$ cat src/rtl/irqv_pkg.sv
package irqv_pkg;
   // Register word addresses
   localparam int A_TX_EN_SET  = 'h0;
   localparam int A_TX_EN_CLR  = 'h1;
   localparam int A_RX_EN_SET  = 'h2;
   localparam int A_RX_EN_CLR  = 'h3;
   localparam int A_ERR_EN_SET = 'h4;
   localparam int A_ERR_EN_CLR = 'h5;
   localparam int A_VECTOR     = 'h6;
   localparam int A_EOI        = 'h7;
   localparam int A_TX_ACK     = 'h8;
   localparam int A_RX_ACK     = 'h9;
   localparam int A_ERR_ACK    = 'hA;
   // Vector word layout
   localparam int V_TX_CH_LSB  = 0;
   localparam int V_RX_CH_LSB  = 8;
   localparam int V_TX_FLAG    = 16;
   localparam int V_RX_FLAG    = 17;
   localparam int V_HOST_FLAG  = 18;
   localparam int V_STAT_FLAG  = 19;
   localparam int V_MIN_WIDTH  = 20;
   // Error source indices
   localparam int E_HOST       = 0;
   localparam int E_STAT       = 1;
   localparam int NUM_ERR      = 2;
endpackage

$ cat src/rtl/irqv_src_bank.sv
module irqv_src_bank #(
   parameter int W = 8
) (
   input  logic         clk,
   input  logic         rst_n,
   input  logic [W-1:0] req,
   input  logic         en_set_we,
   input  logic         en_clr_we,
   input  logic         ack_we,
   input  logic [W-1:0] wmask,
   output logic [W-1:0] en,
   output logic [W-1:0] pend,
   output logic [W-1:0] active
);
   generate
      if (W < 1) begin : g_bad_width
         $error("irqv_src_bank: W must be at least 1");
      end
   endgenerate

   logic [W-1:0] ack_mask;
   assign ack_mask = ack_we ? wmask : '0;

   always_ff @(posedge clk) begin
      if (!rst_n) begin
         en   <= '0;
         pend <= '0;
      end else begin
         if (en_set_we)
            en <= en | wmask;
         else if (en_clr_we)
            en <= en & ~wmask;
         pend <= (pend & ~ack_mask) | req;
      end
   end

   assign active = pend & en;

   p_req_sets_r1: assert property (@(posedge clk) disable iff (!rst_n)
      (|req) |=> ((pend & $past(req)) == $past(req)));
   p_en_clear_r2: assert property (@(posedge clk) disable iff (!rst_n)
      (en_clr_we && !en_set_we) |=> ((en & $past(wmask)) == '0));
   p_ack_clears_r10: assert property (@(posedge clk) disable iff (!rst_n)
      ack_we |=> ((pend & $past(wmask & ~req)) == '0));
endmodule

$ cat src/rtl/irqv_low_first.sv
module irqv_low_first #(
   parameter int W  = 8,
   parameter int IW = (W > 1) ? $clog2(W) : 1
) (
   input  logic [W-1:0]  vec,
   output logic          hit,
   output logic [IW-1:0] idx
);
   always_comb begin
      idx = '0;
      for (int i = W - 1; i >= 0; i--) begin
         if (vec[i]) idx = IW'(i);
      end
   end
   assign hit = |vec;
endmodule

$ cat src/rtl/irq_vector_ctrl.sv
module irq_vector_ctrl
   import irqv_pkg::*;
#(
   parameter int NUM_CH = 8,
   parameter int ADDR_W = 4,
   parameter int DATA_W = 32
) (
   input  logic              clk,
   input  logic              rst_n,
   input  logic [NUM_CH-1:0] tx_req,
   input  logic [NUM_CH-1:0] rx_req,
   input  logic              host_err,
   input  logic              stat_evt,
   input  logic              bus_wr,
   input  logic [ADDR_W-1:0] bus_addr,
   input  logic [DATA_W-1:0] bus_wdata,
   output logic [DATA_W-1:0] bus_rdata,
   output logic              irq_line
);
   localparam int CH_W = $clog2(NUM_CH);

   generate
      if (NUM_CH < 2 || NUM_CH > 8) begin : g_bad_ch
         $error("irq_vector_ctrl: NUM_CH must be 2..8 to fit the channel field");
      end
      if (DATA_W < V_MIN_WIDTH) begin : g_bad_data
         $error("irq_vector_ctrl: DATA_W too narrow for the vector word");
      end
      if ((1 << ADDR_W) <= A_ERR_ACK) begin : g_bad_addr
         $error("irq_vector_ctrl: ADDR_W too narrow for the register map");
      end
   endgenerate

   // Write decode
   function automatic logic wr_at(input int a);
      return bus_wr && (bus_addr == ADDR_W'(a));
   endfunction

   logic eoi_we;
   assign eoi_we = wr_at(A_EOI);

   logic [NUM_CH-1:0]  tx_en, tx_pend, tx_act;
   logic [NUM_CH-1:0]  rx_en, rx_pend, rx_act;
   logic [NUM_ERR-1:0] err_en, err_pend, err_act, err_req;

   assign err_req[E_HOST] = host_err;
   assign err_req[E_STAT] = stat_evt;

   irqv_src_bank #(.W(NUM_CH)) u_tx_bank (
      .clk(clk), .rst_n(rst_n), .req(tx_req),
      .en_set_we(wr_at(A_TX_EN_SET)), .en_clr_we(wr_at(A_TX_EN_CLR)),
      .ack_we(wr_at(A_TX_ACK)), .wmask(bus_wdata[NUM_CH-1:0]),
      .en(tx_en), .pend(tx_pend), .active(tx_act));

   irqv_src_bank #(.W(NUM_CH)) u_rx_bank (
      .clk(clk), .rst_n(rst_n), .req(rx_req),
      .en_set_we(wr_at(A_RX_EN_SET)), .en_clr_we(wr_at(A_RX_EN_CLR)),
      .ack_we(wr_at(A_RX_ACK)), .wmask(bus_wdata[NUM_CH-1:0]),
      .en(rx_en), .pend(rx_pend), .active(rx_act));

   irqv_src_bank #(.W(NUM_ERR)) u_err_bank (
      .clk(clk), .rst_n(rst_n), .req(err_req),
      .en_set_we(wr_at(A_ERR_EN_SET)), .en_clr_we(wr_at(A_ERR_EN_CLR)),
      .ack_we(wr_at(A_ERR_ACK)), .wmask(bus_wdata[NUM_ERR-1:0]),
      .en(err_en), .pend(err_pend), .active(err_act));

   // Lowest active channel per group
   logic            tx_hit, rx_hit;
   logic [CH_W-1:0] tx_ch, rx_ch;

   irqv_low_first #(.W(NUM_CH), .IW(CH_W)) u_tx_enc (
      .vec(tx_act), .hit(tx_hit), .idx(tx_ch));
   irqv_low_first #(.W(NUM_CH), .IW(CH_W)) u_rx_enc (
      .vec(rx_act), .hit(rx_hit), .idx(rx_ch));

   logic [DATA_W-1:0] vector;
   always_comb begin
      vector = '0;
      vector[V_TX_CH_LSB +: CH_W] = tx_ch;
      vector[V_RX_CH_LSB +: CH_W] = rx_ch;
      vector[V_TX_FLAG]   = tx_hit;
      vector[V_RX_FLAG]   = rx_hit;
      vector[V_HOST_FLAG] = err_act[E_HOST];
      vector[V_STAT_FLAG] = err_act[E_STAT];
   end

   // Read mux
   always_comb begin
      bus_rdata = '0;
      case (int'(bus_addr))
         A_TX_EN_SET:  bus_rdata[NUM_CH-1:0]  = tx_en;
         A_RX_EN_SET:  bus_rdata[NUM_CH-1:0]  = rx_en;
         A_ERR_EN_SET: bus_rdata[NUM_ERR-1:0] = err_en;
         A_VECTOR:     bus_rdata = vector;
         default:      bus_rdata = '0;
      endcase
   end

   // Interrupt line: set by any active source, held until end-of-interrupt
   logic any_act;
   assign any_act = (|tx_act) | (|rx_act) | (|err_act);

   always_ff @(posedge clk) begin
      if (!rst_n)
         irq_line <= 1'b0;
      else if (eoi_we)
         irq_line <= 1'b0;
      else if (any_act)
         irq_line <= 1'b1;
   end

   p_line_hold_r8: assert property (@(posedge clk) disable iff (!rst_n)
      (irq_line && !eoi_we) |=> irq_line);
   p_line_rise_r8: assert property (@(posedge clk) disable iff (!rst_n)
      (any_act && !eoi_we) |=> irq_line);
   p_eoi_drop_r9: assert property (@(posedge clk) disable iff (!rst_n)
      eoi_we |=> !irq_line);
   p_tx_lowest_r7: assert property (@(posedge clk) disable iff (!rst_n)
      vector[V_TX_FLAG] |-> (tx_act[tx_ch] &&
         ((tx_act & ((NUM_CH'(1) << tx_ch) - NUM_CH'(1))) == '0)));
   p_rx_lowest_r7: assert property (@(posedge clk) disable iff (!rst_n)
      vector[V_RX_FLAG] |-> (rx_act[rx_ch] &&
         ((rx_act & ((NUM_CH'(1) << rx_ch) - NUM_CH'(1))) == '0)));
   p_err_gate_r6: assert property (@(posedge clk) disable iff (!rst_n)
      vector[V_HOST_FLAG] |-> (err_pend[E_HOST] && err_en[E_HOST]));
   p_mask_gate_r3: assert property (@(posedge clk) disable iff (!rst_n)
      vector[V_TX_FLAG] |-> ((tx_pend & tx_en) != '0));
endmodule

$ cat config.mk
export PLATFORM = sky130hd
export DESIGN_NAME = irq_vector_ctrl
export DESIGN_NICKNAME = d
export VERILOG_FILES = /design/src/rtl/irqv_pkg.sv /design/src/rtl/irqv_src_bank.sv /design/src/rtl/irqv_low_first.sv /design/src/rtl/irq_vector_ctrl.sv
export SDC_FILE = /design/constraint.sdc
export NUM_CORES = 1
export LEC_CHECK = 0
export CAP_MARGIN = 20
export CORE_ASPECT_RATIO = 0.9
export CORE_MARGIN = 10
export CORE_UTILIZATION = 43
export CTS_BUF_LIST = sky130_fd_sc_hd__clkbuf_2
export CTS_CLUSTER_DIAMETER = 40
export DETAILED_ROUTE_END_ITERATION = 7
export PLACE_DENSITY = 0.82
export SLEW_MARGIN = 20
export SYNTH_ARGS = -nofsm -noshare
export SYNTH_HDL_FRONTEND = slang
export SYNTH_SLANG_ARGS = --single-unit
export TNS_END_PERCENT = 20
$ cat constraint.sdc
create_clock -name clk -period 1.7 [get_ports clk]
set_input_delay 0.34 -clock clk [delete_from_list [all_inputs] [get_ports clk]]
set_output_delay 0.34 -clock clk [all_outputs]
set_load 0.1 [all_outputs]
Word level (Yosys, flattened, before mapping)
Index checks and enable logic that the tools add are counted.
Cells by class
  eq/ne operators: 10
  mux-type cells: 28
  bitwise operators: 23
  reductions and logical operators: 18
Operator list (number)
  $and 8x8->8: 6
  $mux 3: 16
  $mux 8: 6
  $or 8x8->8: 4
  $not 8->8: 3
  $pmux 6 s3: 1
  $eq 4x3->1 const B: 4
  $reduce_or 8->1: 2
  $eq 4x4->1 const B: 3
  $mux 12: 1
  $logic_and 1x1->1: 10
  $eq 4x2->1 const B: 2
  $pmux 2 s4: 1
  $and 2x2->2: 3
  $mux 2: 3
  $reduce_bool 2->1: 3
  $eq 4x1->1 const B: 1
  $logic_not 4->1: 1
  $not 2->2: 2
  $or 2x2->2: 2
  $reduce_or 2->1: 2
  $or 1x1->1: 2
  $not 1->1: 1
Storage, ports and cells
  flip-flop bits (word level): 37
  bits of input ports: 57
  output and inout port bits: 33
  word-level logic and storage cells: 86

Depth between registers and ports, before layout
Gate-level depths: netlist (run 1).
  word-level depth: 10
  gate-level depth with buffers: 5
  depth with buffers taken out: 4

Cells and area by module
From an unflattened synthesis (run 1), not the netlist that was laid out.
Second synthesis, totals
  cells, all modules: 266
  area, all modules: 2174.6 sq um
By module, submodules not included
  irqv_src_bank at u_rx_bank ...: times used 2, cells an instance 76, area an instance 668.1 sq um, seq. area each 320.3 sq um
  irq_vector_ctrl: times used 1, cells an instance 70, area an instance 515.5 sq um, seq. area each 20.0 sq um
  irqv_low_first: times used 2, cells an instance 13, area an instance 81.3 sq um, seq. area each 0.0 sq um
  irqv_src_bank at u_err_bank: times used 1, cells an instance 18, area an instance 160.2 sq um, seq. area each 80.1 sq um

Worst setup path after synthesis (run 1)
OpenSTA, ideal clock, no wires.
  kind: input -> output
  from: input bus_addr[2]
  to: output bus_rdata[0]
  arrival: 3198 ps
  data required time: 1360 ps
  slack: -1838 ps
  stages: 5
  path buffers: 1
  path through: clkbuf_2 > nand4bb_1 > a21oi_1 > nand2_1 > o21ai_0
Between the ends
  word-level cells in the longest chain between the ends: 2
  elaborated cells on any way between the ends: 5
  classes of those cells: 3 x eq/ne; 1 x mux; 1 x reduce/logical
Ends and longest elaborated chain
  from (decl): line irq_vector_ctrl.sv:15  | input logic [ADDR_W-1:0] bus_addr,
  $eq 4x3->1, or another cell as far along: line irq_vector_ctrl.sv:90  | case (int'(bus_addr))
  $pmux 2 s4 *: line irq_vector_ctrl.sv:90
  to (decl): line irq_vector_ctrl.sv:17  | output logic [DATA_W-1:0] bus_rdata,
Mark *: on every way between the ends. The rest lies on a longest branch, timed or not.

==> results of run 1 <==
## path summary, 6_finish.rpt
kind | end | cells after the start
worst max-delay path | bus_rdata[16] | 6
worst min-delay path | u_tx_bank.pend[0]$_SDFF_PN0_ | 2
worst max register to register | irq_line$_SDFFE_PP0P_ | 7
worst min register to register | flip-flop | 2
## power breakdown
group / internal (W) / switching [W]
combinational: 0.000205 / 0.000352
clock: 0.000251 / 0.000293
sequential: 0.000913 / 0.0000382
## cells by family after synthesis
family | after synthesis | share of synthesized area, %
AO/OA/AOI/OAI | 90 | 32.9
buffers and inverters | 29 | 9.56
flip-flops | 37 | 37.0
multiplexers | 10 | 5.00
other | 1 | 0.187
AND/OR/NAND/NOR | 54 | 15.4
## metrics by stage
| step | TNS [ns] | area, µm² | setup WS [ns] |
|---|---|---|---|
| detailed placement | -17.79 | 3000 | -0.610 |
| global placement | -16.59 | 3000 | -0.562 |
| CTS | -2.76 | 3170 | -0.259 |
| finish | -2.71 | 3220 | -0.271 |
| global route | -3.63 | 3220 | -0.363 |
| floorplan | -3.05 | 2220 | -0.374 |
## cells in the final DEF (no fill, tap or decap), types with 3 or more instances in the layout
master | synthesis | final
sky130_fd_sc_hd__dfxtp_1 | 37 | 24
sky130_fd_sc_hd__a311oi_1 | 16 | 16
sky130_fd_sc_hd__buf_12 | 0 | 18
sky130_fd_sc_hd__nor2_4 | 0 | 5
sky130_fd_sc_hd__buf_4 | 17 | 34
sky130_fd_sc_hd__a21oi_1 | 16 | 14
sky130_fd_sc_hd__nor2b_1 | 3 | 3
sky130_fd_sc_hd__nand2_1 | 19 | 15
sky130_fd_sc_hd__a21boi_1 | 3 | 3
sky130_fd_sc_hd__nor2_2 | 0 | 4
sky130_fd_sc_hd__a22oi_2 | 0 | 4
sky130_fd_sc_hd__nand3_1 | 7 | 3
sky130_fd_sc_hd__a21boi_0 | 15 | 15
sky130_fd_sc_hd__nand2_2 | 1 | 5
sky130_fd_sc_hd__clkdlybuf4s50_1 | 0 | 28
sky130_fd_sc_hd__dfxtp_2 | 0 | 13
sky130_fd_sc_hd__mux2i_1 | 10 | 10
sky130_fd_sc_hd__nand3_2 | 0 | 4
sky130_fd_sc_hd__clkbuf_2 | 1 | 6
sky130_fd_sc_hd__nor3_4 | 4 | 4
sky130_fd_sc_hd__o21a_1 | 18 | 18
sky130_fd_sc_hd__conb_1 | 1 | 17
sky130_fd_sc_hd__nor2_1 | 12 | 3
## final cells by class
| type | instances | area [µm²] |
|---|---|---|
| multi-input combinational | 171 | 1360 |
| inverter | 2 | 7.51 |
| sequential | 37 | 757 |
| clock buffer | 6 | 30.0 |
| clock inverter | 2 | 33.8 |
| tap | 62 | 77.6 |
| fill | 368 | 1270 |
| timing repair buffer | 86 | 958 |
## timing repair
action                     CTS  global route
buffers inserted             2             4
pin swaps                   19             2
hold buffers                 0             0
setup endpoints to repair   15            15
gates resized for setup     39             5
## routing by layer
metal  GRT usage (%)  vias to the layer above  share of wire [%]
met4            3.64                        0               0.84
li1                -                      960                  -
met1            17.2                      945                 42
met2            27.1                       72                 50
met5               0                        -                  0
met3            5.43                        7                6.9
==> summary.txt, run 1 <==
Logic synthesis
  – Predominant post-synthesis flop cell: sky130_fd_sc_hd__dfxtp_1
  – Proportion of register bits with asynchronous set or reset after synthesis: 0%
  – Top cell type by total area after synthesis: sky130_fd_sc_hd__dfxtp_1
  – Post-synth top area share: a little under two fifths
  – Number of flops mapped to enable cells by yosys: 0
  – Synth Instances: about 220
  – Most instantiated library cell after synthesis: sky130_fd_sc_hd__dfxtp_1
  – Flops & latches, synth: 37
  – Cells taking the most area after synthesis: sky130_fd_sc_hd__dfxtp_1 (37%), sky130_fd_sc_hd__a311oi_1 (7.0%), sky130_fd_sc_hd__o21a_1 (6.7%), sky130_fd_sc_hd__buf_4 (6.4%), sky130_fd_sc_hd__a21boi_0 (5.6%)
  – Post-synth cell types: 39
  – Ys Warns: 0
  – Netlist area before placement: between 0.002 and 0.0025 mm²
  – Ranking of synthesized cells by instance count: sky130_fd_sc_hd__dfxtp_1 (37), sky130_fd_sc_hd__nand2_1 (19), sky130_fd_sc_hd__o21a_1 (18)
  – Mapped Avg Cell Area: slightly above 9 µm²
  – Fraction of the yosys area taken by sequential cells: a little under two fifths

Routing
  – Routed via count: 1984
  – Count of unresolved DRC violations after routing: 0
  – Antenna Violating Nets Remaining: 0
  – Routed WL: 6220 µm
  – Average routed wire per standard cell: ~17 µm
  – First drt pass iteration count: 4
  – Drt initial violations: about 130
  – Post-DR vias/cell: ~5.4

Timing
  – Number of hold violations in the final report: 0
  – Min Hold Slack: just over 0.5 ns
  – Worst Skew: 0.0162 ns
  – Least setup slack across all paths after layout: -0.271 ns
  – Final slew viol count: 0
  – Final worst-path cycle share: 116%
  – Max Clk Rate: 507 MHz
  – Setup Viol. Count Final: 15
  – Min Tclk post-route: around 2.0 ns
  – Setup repair after global routing missed its margin: yes

Global route
  – Global-route wire length before repair: just under 10000 µm
  – Maximum number of pins on one net before global-route repair: 19
  – Global-route total usage across every layer: ~15%
  – Congestion Overflow GR: 0
  – Via count of the first global-routing pass: roughly 2000
  – Number of antenna violations at the first check in global routing: 0

Clock tree
  – Number of CTS-inserted buffers: 5
  – Clock transition at the registers of the reported paths: about 0.19 ns
  – CTS H-tree depth: 2
  – Clock latency of the later-clocked register in the worst-skew pair: approximately 0.4 ns
  – Number of buffers between clock root and the deepest sink: 2
  – Clock tree from TritonCTS: yes
  – Number of sinks handled by clock tree synthesis: 37
  – Cell chosen for the clock root: sky130_fd_sc_hd__clkbuf_2

Layout
  – Ant diodes: 0
  – Total number of nets in the final design: 360
  – Final core area utilization: between 70% and 80%
  – Layout Area Growth over Synthesis: 60.7%
  – Share of final-layout standard cells stronger than drive strength 1: between 30% and 40%
  – Count of placed standard cells in the final layout, fillers left out: about 370

Critical path
  – WP data arrival: around 1.6 ns
  – Maximum cell stage delay along the critical path: about 0.37 ns
  – Critical path buffer and inverter count: 2
  – Startpoint-to-endpoint class of the critical path: reg -> out
  – Kind of start point of the critical path: flip-flop
  – Cell at the slowest stage of the critical path: sky130_fd_sc_hd__dfxtp_2
  – Sequence of cells on the critical path: a22oi_2 -> nand3_2 -> a211oi_2 -> buf_4 -> nor2_2 -> buf_12
  – Worst-path maximum fanout: 3
  – Worst path required time: about 1.4 ns
  – Slack of the worst reg-to-reg path: roughly 0.34 ns
  – Type of destination of the critical path: output port
  – Largest delay share family, worst path: flip-flops

Pwr
  – Power density over the cells: ~640 mW/mm²
  – Maximum ir drop on the vdd rail: 0.450 mV
  – Lkg Pwr: 1.24 nW
  – Tot Pwr: 0.00205 W

Placement
  – Count of buffers from port buffering: 48
  – Half-perimeter wire length of the detailed placement result: just under 5000 µm
  – Number of placed instances, taps included: approximately 350
  – Placer's final routability congestion estimate: about 0.9

Floorplan
  – Die Width: between 90 and 100 µm
  – Initial cell density of the core: between 40% and 50%
  – Area of the die: 0.00779 mm²
  – Boundary pin count: 90
  – Placement Rows: 23
  – DIE HEIGHT: about 85 µm
  – Area of the core: approximately 0.0045 mm²

Min path
  – Start point of the worst min-delay path: tx_req[0]
  – Path category of the worst min-delay check: in -> reg

Flow run
  – Max-capacitance violation count: 0

Run status
  – Violated checks: negative setup slack
  – Outcome: complete, but fails checks
Note: power is estimated with default switching activity, not from simulation.
==> inputs of run 2 (changes only) <==
Clock period 1.7 ns to 1.85 ns, I/O delays scaled along.
==> summary.txt, run 2 (synthesis gave the netlist of run 1 again) <==
Routing
  – Routed WL: 6260 µm (was 6220 µm)
  – Routed via count: 1953 (was 1984)
  – Antenna Violating Nets Remaining: 0 (unchanged)
  – First drt pass iteration count: 4 (unchanged)
  – Post-DR vias/cell: 5.49 (was 5.42)
  – Drt initial violations: 92 (was 131)
  – Count of unresolved DRC violations after routing: 0 (unchanged)
  – Average routed wire per standard cell: 17.6 µm (was 17.0 µm)

Critical path
  – Worst path required time: 1.48 ns (was 1.36 ns)
  – Worst r2r path cells: 6 (was 7)
  – Kind of start point of the critical path: flip-flop (unchanged)
  – WP data arrival: 1.66 ns (was 1.63 ns)
  – Worst-path maximum fanout: 2 (was 3)
  – Startpoint-to-endpoint class of the critical path: reg -> out (unchanged)
  – Type of destination of the critical path: output port (unchanged)

Run status
  – Outcome: complete, but fails checks (unchanged)
  – Violated checks: negative setup slack (unchanged)

Floorplan
  – Initial cell density of the core: 44.6% (unchanged)
  – Placement Rows: 23 (unchanged)
  – Boundary pin count: 90 (unchanged)
  – DIE HEIGHT: 84.8 µm (unchanged)
  – Area of the core: 0.00449 mm² (unchanged)
  – Area of the die: 0.00779 mm² (unchanged)
  – Die Width: 91.9 µm (unchanged)

Flow run
  – Max-capacitance violation count: 0 (unchanged)

Timing
  – Min Tclk post-route: around 2.0 ns
  – Setup Viol. Count Final: 13 (was 15)
  – Final slew viol count: 0 (unchanged)
  – Number of hold violations in the final report: 0 (unchanged)
  – Worst Skew: 0.0178 ns (was 0.0162 ns)
  – Least setup slack across all paths after layout: -0.180 ns (was -0.271 ns)
  – Final worst-path cycle share: 110%
  – Max Clk Rate: slightly below 500 MHz
  – Setup repair after global routing missed its margin: yes (unchanged)

Global route
  – Via count of the first global-routing pass: 2007 (was 2037)
  – Congestion Overflow GR: 0 (unchanged)
  – Maximum number of pins on one net before global-route repair: 19 (unchanged)
  – Met2 Resource Use GR: 26.7% (was 27.1%)
  – GR Util met1: 17.7% (was 17.2%)
  – Number of antenna violations at the first check in global routing: 0 (unchanged)
  – Global-route wire length before repair: 10100 µm (was 9870 µm)
  – GRT busiest layer: met2 (unchanged)
  – Met3 usage: 5.87% (was 5.43%)
  – Global-route total usage across every layer: 15.5% (was 15.4%)

Min path
  – Hold Path Stages: 4 (was 2)
  – Path category of the worst min-delay check: in -> reg (unchanged)

Placement
  – Post-placement worst setup slack: -0.439 ns (was -0.610 ns)
  – Placer's final routability congestion estimate: 0.831 (was 0.893)
  – Half-perimeter wire length of the detailed placement result: 4650 µm (was 4810 µm)
  – Number of placed instances, taps included: 341 (was 352)
  – Count of buffers from port buffering: 48 (unchanged)
  – Instance area at placement: 0.00293 mm² (was 0.00300 mm²)

Clock tree
  – Number of sinks handled by clock tree synthesis: 37 (unchanged)
  – Clock tree from TritonCTS: yes (unchanged)
  – Number of buffers between clock root and the deepest sink: 2 (unchanged)
  – Clock transition at the registers of the reported paths: 0.22 ns (was 0.19 ns)
  – Clock latency of the later-clocked register in the worst-skew pair: 0.43 ns (was 0.40 ns)
  – Number of CTS-inserted buffers: 5 (unchanged)
  – CTS H-tree depth: 2 (unchanged)
  – Cell chosen for the clock root: sky130_fd_sc_hd__clkbuf_2 (unchanged)

Layout
  – Finished Cell Area: 0.00315 mm² (was 0.00322 mm²)
  – Layout Area Growth over Synthesis: 57.1% (was 60.7%)
  – Ant diodes: 0 (unchanged)
  – Share of final-layout standard cells stronger than drive strength 1: 35.4% (was 39.1%)
  – Area of the multi-input gates: 0.00134 mm² (was 0.00136 mm²)
  – Combined flip-flop and latch cell area: 757 µm² (unchanged)
  – Total number of nets in the final design: 350 (was 360)
  – Most frequent cells in the layout: sky130_fd_sc_hd__dfxtp_1 (28), sky130_fd_sc_hd__clkdlybuf4s50_1 (28), sky130_fd_sc_hd__buf_4 (23) (was sky130_fd_sc_hd__buf_4 (34), sky130_fd_sc_hd__clkdlybuf4s50_1 (28), sky130_fd_sc_hd__dfxtp_1 (24))
  – Number of fillers in the final layout: 362 (was 368)
  – Count of placed standard cells in the final layout, fillers left out: 356 (was 366)

Pwr
  – Maximum ir drop on the vdd rail: 0.356 mV (was 0.450 mV)
  – Power density over the cells: 606 mW/mm² (was 637 mW/mm²)
  – Lkg Pwr: 1.18 nW (was 1.24 nW)
-- run 2: final cells by class --
type / count / area share (%)
Clock buffer: 6 / 0.954
Clock inverter: 2 / 1.23
Inverter: 2 / 0.239
Multi-Input combinational cell: 171 / 42.5
Sequential cell: 37 / 24.1
Tap cell: 62 / 2.47
Timing Repair Buffer: 76 / 28.5
-- run 2: metal layers --
metal	wire, µm	vias up	share of wire (%)
li1	-	938	-
met1	2610	936	42
met2	3110	70	50
met3	461	9	7.4
met4	85	0	1.4
met5	0	-	0
-- run 2: critical path: stages, from the launching register on --
cell	delay, ns
sky130_fd_sc_hd__dfxtp_2	0.38
sky130_fd_sc_hd__a22oi_2	0.21
sky130_fd_sc_hd__nand3_2	0.12
sky130_fd_sc_hd__a211oi_2	0.16
sky130_fd_sc_hd__buf_4	0.15
sky130_fd_sc_hd__nor2_2	0.04
sky130_fd_sc_hd__buf_12	0.16
-- run 2: final timing paths --
kind	start	end	slack, ns
setup / recovery	flip-flop	bus_rdata[17]	-0.18
hold / removal	bus_addr[0]	irq_line$_SDFFE_PP0P_	0.39
setup reg to reg	flip-flop	irq_line$_SDFFE_PP0P_	0.56
hold reg to reg	flip-flop	flip-flop	0.56
-- run 2: what timing repair did --
item	4_1_cts	5_1_grt
hold buffers	0	0
pin swaps	7	3
gates resized for setup	37	4
buffers inserted	6	1
setup endpoints to repair	15	13
-- run 2: report_power, final --
group	leakage [nW]	internal, W	switching, W
clock network	0.0432	0.000237	0.000295
registers	0.309	0.000836	0.0000362
logic	0.832	0.000182	0.000321
-- run 2: through the flow --
| step | hold WS [ns] | TNS, ns | power [W] | util (%) |
|---|---|---|---|---|
| floorplan | 0.478 | -1.70 | 0.00122 | - |
| global placement | 0.520 | -8.88 | 0.00136 | 65.2 |
| detailed placement | 0.534 | -11.20 | 0.00136 | 65.2 |
| CTS | 0.388 | -1.33 | 0.00190 | 69.7 |
| global route | 0.376 | -2.43 | 0.00198 | 70.1 |
| finish | 0.389 | -1.54 | 0.00191 | 70.1 |
